### src/rtl/pcseq_pkg.sv
package pcseq_pkg;
  typedef enum logic [2:0] {
    CLS_SEQ   = 3'd0,
    CLS_SKIP  = 3'd1,
    CLS_WRPC  = 3'd2,
    CLS_SJMP  = 3'd3,
    CLS_SCALL = 3'd4,
    CLS_LJMP  = 3'd5,
    CLS_LCALL = 3'd6,
    CLS_RET   = 3'd7
  } ctl_cls_e;
endpackage

### src/rtl/pcseq_rst_sync.sv
module pcseq_rst_sync #(
  parameter int STAGES = 2
) (
  input  logic clk,
  input  logic rst_n,
  output logic rst_sync_n
);
  logic [STAGES-1:0] chain_q;

  always_ff @(posedge clk or negedge rst_n) begin
    if (!rst_n) chain_q <= '0;
    else        chain_q <= {chain_q[STAGES-2:0], 1'b1};
  end

  assign rst_sync_n = chain_q[STAGES-1];
endmodule

### src/rtl/pcseq_target.sv
module pcseq_target
  import pcseq_pkg::*;
#(
  parameter int PC_W   = 10,
  parameter int DATA_W = 8
) (
  input  ctl_cls_e          cls,
  input  logic [PC_W-1:0]   pc,
  input  logic [PC_W-1:0]   imm,
  input  logic [DATA_W-1:0] alu,
  input  logic              page,
  input  logic [PC_W-1:0]   pop_val,
  output logic [PC_W-1:0]   nxt,
  output logic [PC_W-1:0]   ret_addr,
  output logic              push_req,
  output logic              pop_req
);
  localparam int ZPAD = PC_W - 1 - DATA_W;

  logic [PC_W-1:0] short_tgt;
  logic [PC_W-1:0] byte_alu;

  assign ret_addr  = pc + PC_W'(1);
  assign short_tgt = {page, {ZPAD{1'b0}}, imm[DATA_W-1:0]};
  assign byte_alu  = {page, {ZPAD{1'b0}}, alu};

  always_comb begin
    nxt      = ret_addr;
    push_req = 1'b0;
    pop_req  = 1'b0;
    unique case (cls)
      CLS_SEQ:   nxt = ret_addr;
      CLS_SKIP:  nxt = pc + PC_W'(2);
      CLS_WRPC:  nxt = byte_alu;
      CLS_SJMP:  nxt = {page, imm[PC_W-2:0]};
      CLS_SCALL: begin nxt = short_tgt; push_req = 1'b1; end
      CLS_LJMP:  nxt = imm;
      CLS_LCALL: begin nxt = imm; push_req = 1'b1; end
      CLS_RET:   begin nxt = pop_val; pop_req = 1'b1; end
      default:   nxt = ret_addr;
    endcase
  end
endmodule

### src/rtl/pcseq_stack.sv
module pcseq_stack #(
  parameter int PC_W  = 10,
  parameter int DEPTH = 2
) (
  input  logic            clk,
  input  logic            rst_n,
  input  logic            en,
  input  logic            push,
  input  logic            pop,
  input  logic [PC_W-1:0] push_val,
  output logic [PC_W-1:0] top_val
);
  localparam int CNT_W = $clog2(DEPTH + 1);

  logic [PC_W-1:0]  ent_q [DEPTH];
  logic [PC_W-1:0]  ent_d [DEPTH];
  logic [CNT_W-1:0] cnt_q, cnt_d;

  always_comb begin
    cnt_d = cnt_q;
    for (int i = 0; i < DEPTH; i++) ent_d[i] = ent_q[i];
    if (push) begin
      ent_d[0] = push_val;
      for (int i = 1; i < DEPTH; i++) ent_d[i] = ent_q[i-1];
      if (int'(cnt_q) < DEPTH) cnt_d = cnt_q + CNT_W'(1);
    end else if (pop) begin
      for (int i = 0; i < DEPTH - 1; i++)
        if (int'(cnt_q) > i + 1) ent_d[i] = ent_q[i+1];
      if (cnt_q != '0) cnt_d = cnt_q - CNT_W'(1);
    end
  end

  always_ff @(posedge clk or negedge rst_n) begin
    if (!rst_n)  cnt_q <= '0;
    else if (en) cnt_q <= cnt_d;
  end

  for (genvar g = 0; g < DEPTH; g++) begin : g_ent
    always_ff @(posedge clk or negedge rst_n) begin
      if (!rst_n)  ent_q[g] <= '0;
      else if (en) ent_q[g] <= ent_d[g];
    end
  end

  assign top_val = ent_q[0];
endmodule

### src/rtl/pcseq_top.sv
module pcseq_top
  import pcseq_pkg::*;
#(
  parameter int PC_W      = 10,
  parameter int DATA_W    = 8,
  parameter int STK_DEPTH = 2
) (
  input  logic              clk,
  input  logic              rst_n,
  input  logic              step_en,
  input  logic [2:0]        ctl_class,
  input  logic [PC_W-1:0]   imm,
  input  logic [DATA_W-1:0] alu_res,
  input  logic              page_sel,
  output logic [PC_W-1:0]   fetch_addr,
  output logic [DATA_W-1:0] pc_low
);
  logic            rst_core_n;
  logic [PC_W-1:0] pc_q, pc_d;
  logic [PC_W-1:0] stk_top;
  logic [PC_W-1:0] ret_addr;
  logic            push_req, pop_req;
  ctl_cls_e        cls;

  assign cls = ctl_cls_e'(ctl_class);

  pcseq_rst_sync #(.STAGES(2)) i_rst_sync (
    .clk        (clk),
    .rst_n      (rst_n),
    .rst_sync_n (rst_core_n)
  );

  pcseq_target #(.PC_W(PC_W), .DATA_W(DATA_W)) i_target (
    .cls      (cls),
    .pc       (pc_q),
    .imm      (imm),
    .alu      (alu_res),
    .page     (page_sel),
    .pop_val  (stk_top),
    .nxt      (pc_d),
    .ret_addr (ret_addr),
    .push_req (push_req),
    .pop_req  (pop_req)
  );

  pcseq_stack #(.PC_W(PC_W), .DEPTH(STK_DEPTH)) i_stack (
    .clk      (clk),
    .rst_n    (rst_core_n),
    .en       (step_en),
    .push     (push_req),
    .pop      (pop_req),
    .push_val (ret_addr),
    .top_val  (stk_top)
  );

  always_ff @(posedge clk or negedge rst_core_n) begin
    if (!rst_core_n)   pc_q <= '1;
    else if (step_en)  pc_q <= pc_d;
  end

  assign fetch_addr = pc_q;
  assign pc_low     = pc_q[DATA_W-1:0];
endmodule

### config.mk
export PLATFORM = sky130hd
export DESIGN_NAME = pcseq_top
export DESIGN_NICKNAME = d
export VERILOG_FILES = /design/src/rtl/pcseq_pkg.sv /design/src/rtl/pcseq_rst_sync.sv /design/src/rtl/pcseq_target.sv /design/src/rtl/pcseq_stack.sv /design/src/rtl/pcseq_top.sv
export SDC_FILE = /design/constraint.sdc
export NUM_CORES = 1
export LEC_CHECK = 0
export BUFFER_PORTS_ARGS = -buffer_cell sky130_fd_sc_hd__buf_4
export CORE_ASPECT_RATIO = 1.25
export CORE_MARGIN = 5
export CORE_UTILIZATION = 58
export CTS_BUF_LIST = sky130_fd_sc_hd__clkbuf_4 sky130_fd_sc_hd__clkbuf_8
export CTS_CLUSTER_DIAMETER = 100
export CTS_CLUSTER_SIZE = 30
export DETAILED_ROUTE_END_ITERATION = 7
export PLACE_DENSITY = 0.85
export SYNTH_ARGS = -nofsm -noshare
export SYNTH_HDL_FRONTEND = slang
export SYNTH_SLANG_ARGS = --single-unit
### constraint.sdc
create_clock -name clk -period 1.2 [get_ports clk]
set_input_delay 0.06 -clock clk [delete_from_list [all_inputs] [get_ports clk]]
set_output_delay 0.06 -clock clk [all_outputs]
set_load 0.1 [all_outputs]
==> results of run 1 <==
## cell usage after synthesis, drive strengths merged, types with 5 or more instances
library cell	instances	share of area (%)
nand2	26	4.0
mux2	12	5.6
dfstp	10	11
a31oi	5	1.3
a21oi	16	3.3
mux2i	9	3.7
clkbuf	8	1.2
nor3	8	1.7
nor2	10	1.6
dfrtp	24	25
nand3	8	1.7
o21ai	24	5.0
and3	6	1.6
a211oi	5	1.6
inv	8	1.2
xnor2	10	3.6
buf	23	6.3
## logic make-up after synthesis
family,after synthesis,share of synthesized area (%)
AND/OR/NAND/NOR,81,17.8
flip-flops,34,35.8
XOR/XNOR,11,3.99
adder cells (fa/ha/maj),4,2.07
AO/OA/AOI/OAI,82,22.1
multiplexers,21,9.33
buffers and inverters,39,8.76
other,1,0.155
## timing repair
item	in CTS
gates resized for setup	108
setup endpoints to repair	40
pin swaps	31
endpoints found under the hold margin	2
cloned	1
setup buffers	14
hold buffers	1
## per-stage QoR
stage                     TNS (ns)  worst slack, ns  cells  util, %  area [µm²]
after floorplan              -8.34           -0.698    273        -        2520
after global placement       -6.22           -0.414    401     78.2        3180
after detailed placement     -7.35           -0.478    401     78.2        3180
after CTS                    -9.36           -0.456    424     94.3        3830
==> results.md, run 1 <==
- Status: aborted with a tool error
- Stop stage: global routing
- Stop Error: [ERROR DPL-0038] Utilization greater than 100%, impossible to legalize
- Synth warn: 0
- PortBufs: 42
- H-tree levels: 2
- Gpl congestion: 0.938
- Worst endpoint type: register data pin
- Synth Flop Type: dfrtp_1
- Die Y: 82.1 µm
- Io pins: 43
- Total CTS buffers: 5
- Die span in x: 67.7 µm
- CTS Sinks: 34
- Async S/R FF share, synth: 100%
- Worst_ep grt: i_stack.top_val[7]$_DFFE_PN0P_/D
- Library cells used by synthesis: 51
- Row cnt: 26
- Clock Path Buffers: 2
- EDFF count, synth: 0
- Yosys reg bits: 34
- Area of the mapped netlist: 2410 µm²
- Starting Density: 59.4%
- Syn_nets: 302
- DPL Wire Length: 5770 µm
- Share of the yosys chip area belonging to registers: 35.8%
- Mapped Cells: 273
- Root buffer cell: clkbuf_8
- Syn avg cell area: 8.85 µm²
- Pin count of the biggest net entering global routing: 18
==> run 2: changes to the inputs <==
Settings changed: CORE_ASPECT_RATIO 1.25 to default, CORE_UTILIZATION 58 to 40, CTS_BUF_LIST sky130_fd_sc_hd__clkbuf_4 sky130_fd_sc_hd__clkbuf_8 to default, CTS_CLUSTER_DIAMETER 100 to default, CTS_CLUSTER_SIZE 30 to default, PLACE_DENSITY 0.85 to default, PLACE_DENSITY_LB_ADDON from default to 0.15.
==> run 2 against run 1 <==
Against the previous run:
- the flow now finishes, with violations (setup timing)
- synthesized area unchanged
- synthesized cell count did not move
==> results.md, run 2 <==
- Status: finished, violations left (was aborted with a tool error)
- Failing checks: setup timing
- Final wirelength: 7440 µm
- Leakage power: 1.70 nW
- WP data required: 1.42 ns
- Root buffer cell: clkbuf_8 (unchanged)
- WL per Instance: 16.9 µm
- Async S/R FF share, synth: 100% (unchanged)
- EDFF count, synth: 0 (unchanged)
- Fmax: 606 MHz
- Final #Nets: 392
- Vias in the first global route: 2442
- DPL Wire Length: 5510 µm (was 5770 µm)
- Final min period: 1.65 ns
- Final hold vios: 0
- Most common cell after layout, fill and taps aside: buf_4
- Share of layout cells above drive strength 1: 52.7%
- Final Power: 6.32 mW
- Drt first-iter violations: 131
- Synth top area share: 24.9% (unchanged)
- M3 GR Usage: 3.86%
- Maximum vdd drop: 0.000977 V
- Core Region: 5890 µm²
- Synth area leaders: dfrtp_1 (25%), dfstp_2 (11%), mux2_2 (5.6%) (unchanged)
- DP Area: 3200 µm² (was 3180 µm²)
- First-pass iteration count of the detailed router: 4
- H-tree levels: 2 (unchanged)
- WHS: 0.0851 ns
- Starting Density: 41.0% (was 59.4%)
- Total CTS buffers: 5 (unchanged)
- Ant diodes: 0
- Synth cell count leaders: nand2_1 (26), dfrtp_1 (24), o21ai_0 (22) (unchanged)
- Latest clock arrival within the worst-skew pair: 0.29 ns
- Congestion Overflow GR: 0
- Combinational power share: 53.0%
- WS Path Type: reg2reg
- Crit end category: flop
- Io pins: 43 (unchanged)
- Flop pwr share: 30.9%
- Die span in x: 87.7 µm (was 67.7 µm)
- Share of the yosys chip area belonging to registers: 35.8% (unchanged)
- Critical path, cell by cell: ha_4, nand4_4, buf_6, o31a_1, a31oi_1, a31oi_1
- Non-Filler Instances: 439
- Die ar.: 7690 µm²
- GRT Overall Usage: 20.5%
- Final WS setup: -0.450 ns
- Worst hold path type: in2async
- Internal: 3.78 mW
- Syn avg cell area: 8.85 µm² (unchanged)
- Pin count of the biggest net entering global routing: 33
- Library cells used by synthesis: 51 (unchanged)
- Clock power share: 16.1%
- Critical Path Fanout Max: 5
- Final Instance Area: 3930 µm²
- Met2 usage: 32.5%
- Cell taking the most area after synthesis: dfrtp_1 (unchanged)
- Vias per cell: 5.50
- Synth Flop Type: dfrtp_1 (unchanged)
- Area of the mapped netlist: 2410 µm² (unchanged)
- Clock Path Buffers: 2 (unchanged)
- WP data arrival: 1.87 ns
- CP max stage delay: 0.65 ns
- Initial antenna violation count: 0
- Tcrit/Tclk final: 138%
- Post-route ant nets: 0
- Area Overhead vs Synth: 62.7%
- Pwr/cell area: 1610 nW/µm²
- Inst Count DP: 421 (was 401)
- Mapped Cells: 273 (unchanged)
- Crit start category: flop
- Max Clock Skew: 0.00790 ns
- PortBufs: 42 (unchanged)
- Yosys reg bits: 34 (unchanged)
- Endpoints failing setup: 37
- Most instantiated library cell after synthesis: nand2_1 (unchanged)
- M1 GR Usage: 27.0%
- Final max-slew violation count: 0
- DR vias: 2415
- Top Usage Layer GRT: met2
- RSZ-0062 raised after global routing: yes
- Setup TNS: -9.00 ns
- CTS Sinks: 34 (unchanged)
- Sw frac: 40.1%
- CTS tree: done
- Clk slew on worst S/H paths: 0.07 ns
- Syn_nets: 302 (unchanged)
- First-pass GRT wire length: 12100 µm
- NetSw: 2.54 mW
- Synth warn: 0 (unchanged)
- Die Y: 87.7 µm (was 82.1 µm)
- DRC: 0
- MaxCap Viol Count: 0
- Pre-CTS setup slack: -0.479 ns (was -0.478 ns)
- Finished Core Util: 66.8%
- Worst path most repeated cell: a31oi_1
- Row cnt: 28 (was 26)
- Most frequent cells in the layout: buf_4 (81), dfrtp_1 (24), nand2_1 (22)
- Slowest-stage cell, CP: dfstp_4
- Gpl congestion: 0.837 (was 0.938)
==> run 2: cell counts after synthesis <==
No cell type changed its count.
==> run 2: layout make-up <==
cell class              instances  area (µm²)
clock buffers                   8         110
fillers                       437        1960
inverters                       8        30.0
multi-input cells             200        1640
flip-flops and latches         34         897
well taps                      75        93.8
repair buffers                114        1160
==> run 2: power groups by stage <==
stage          clock [mW]  combinational, mW  sequential, mW
2_1_floorplan           0               1.46            2.31
3_3_place_gp            0               2.59            1.93
3_5_place_dp            0               2.63            1.94
4_1_cts              1.04               3.18            1.95
5_1_grt              1.11               3.56            2.02
6_report             1.01               3.35            1.95
==> run 2: metal layers <==
layer / routed length [µm] / up-vias
met4: 215 / 0
met2: 3570 / 72
met5: 0 / -
li1: - / 1173
met3: 331 / 16
met1: 3330 / 1154
==> run 2: kinds of logic (layout without fill, tap and decap cells) <==
logic type / count (synthesis) / count (layout) / share of synthesized area [%]
buf+inv: 39 / 130 / 8.76
other cells: 1 / 1 / 0.155
compound gates: 82 / 82 / 22.1
xor+xnor: 11 / 11 / 3.99
mux: 21 / 21 / 9.33
fa+ha+maj: 4 / 4 / 2.07
simple gates: 81 / 81 / 17.8
flops: 34 / 34 / 35.8
==> run 2: path summary, 6_finish.rpt <==
check,startpoint,to,slack [ns],cells past startpoint
max,fetch_addr[2],fetch_addr[7],-0.45,6
min,rst_n,i_rst_sync.chain_q[1],0.09,2
max reg2reg,fetch_addr[2],fetch_addr[7],-0.45,6
min reg2reg,i_rst_sync.chain_q[1],i_stack.top_val[5],0.22,1
max in group asynchronous,i_rst_sync.chain_q[1],fetch_addr[9],0.73,1
min in group clk,alu_res[2],fetch_addr[2],0.15,4
==> run 2: what timing repair did <==
item,CTS,global route
resized for setup,101,24
hold buffers,1,0
setup endpoints to repair,40,40
endpoints found under the hold margin,2,0
setup buffers,6,6
pin swaps,28,20
==> run 2: critical path, delay by kind of cell, from the launching register on <==
family | cells | cell delay (ns)
adders and majority gates | 1 | 0.17
buffers and inverters | 1 | 0.15
AOI/OAI and AO/OA | 3 | 0.52
and+or+nand+nor | 1 | 0.09
DFF | 1 | 0.65
Note: power is estimated with default switching activity, not from simulation.
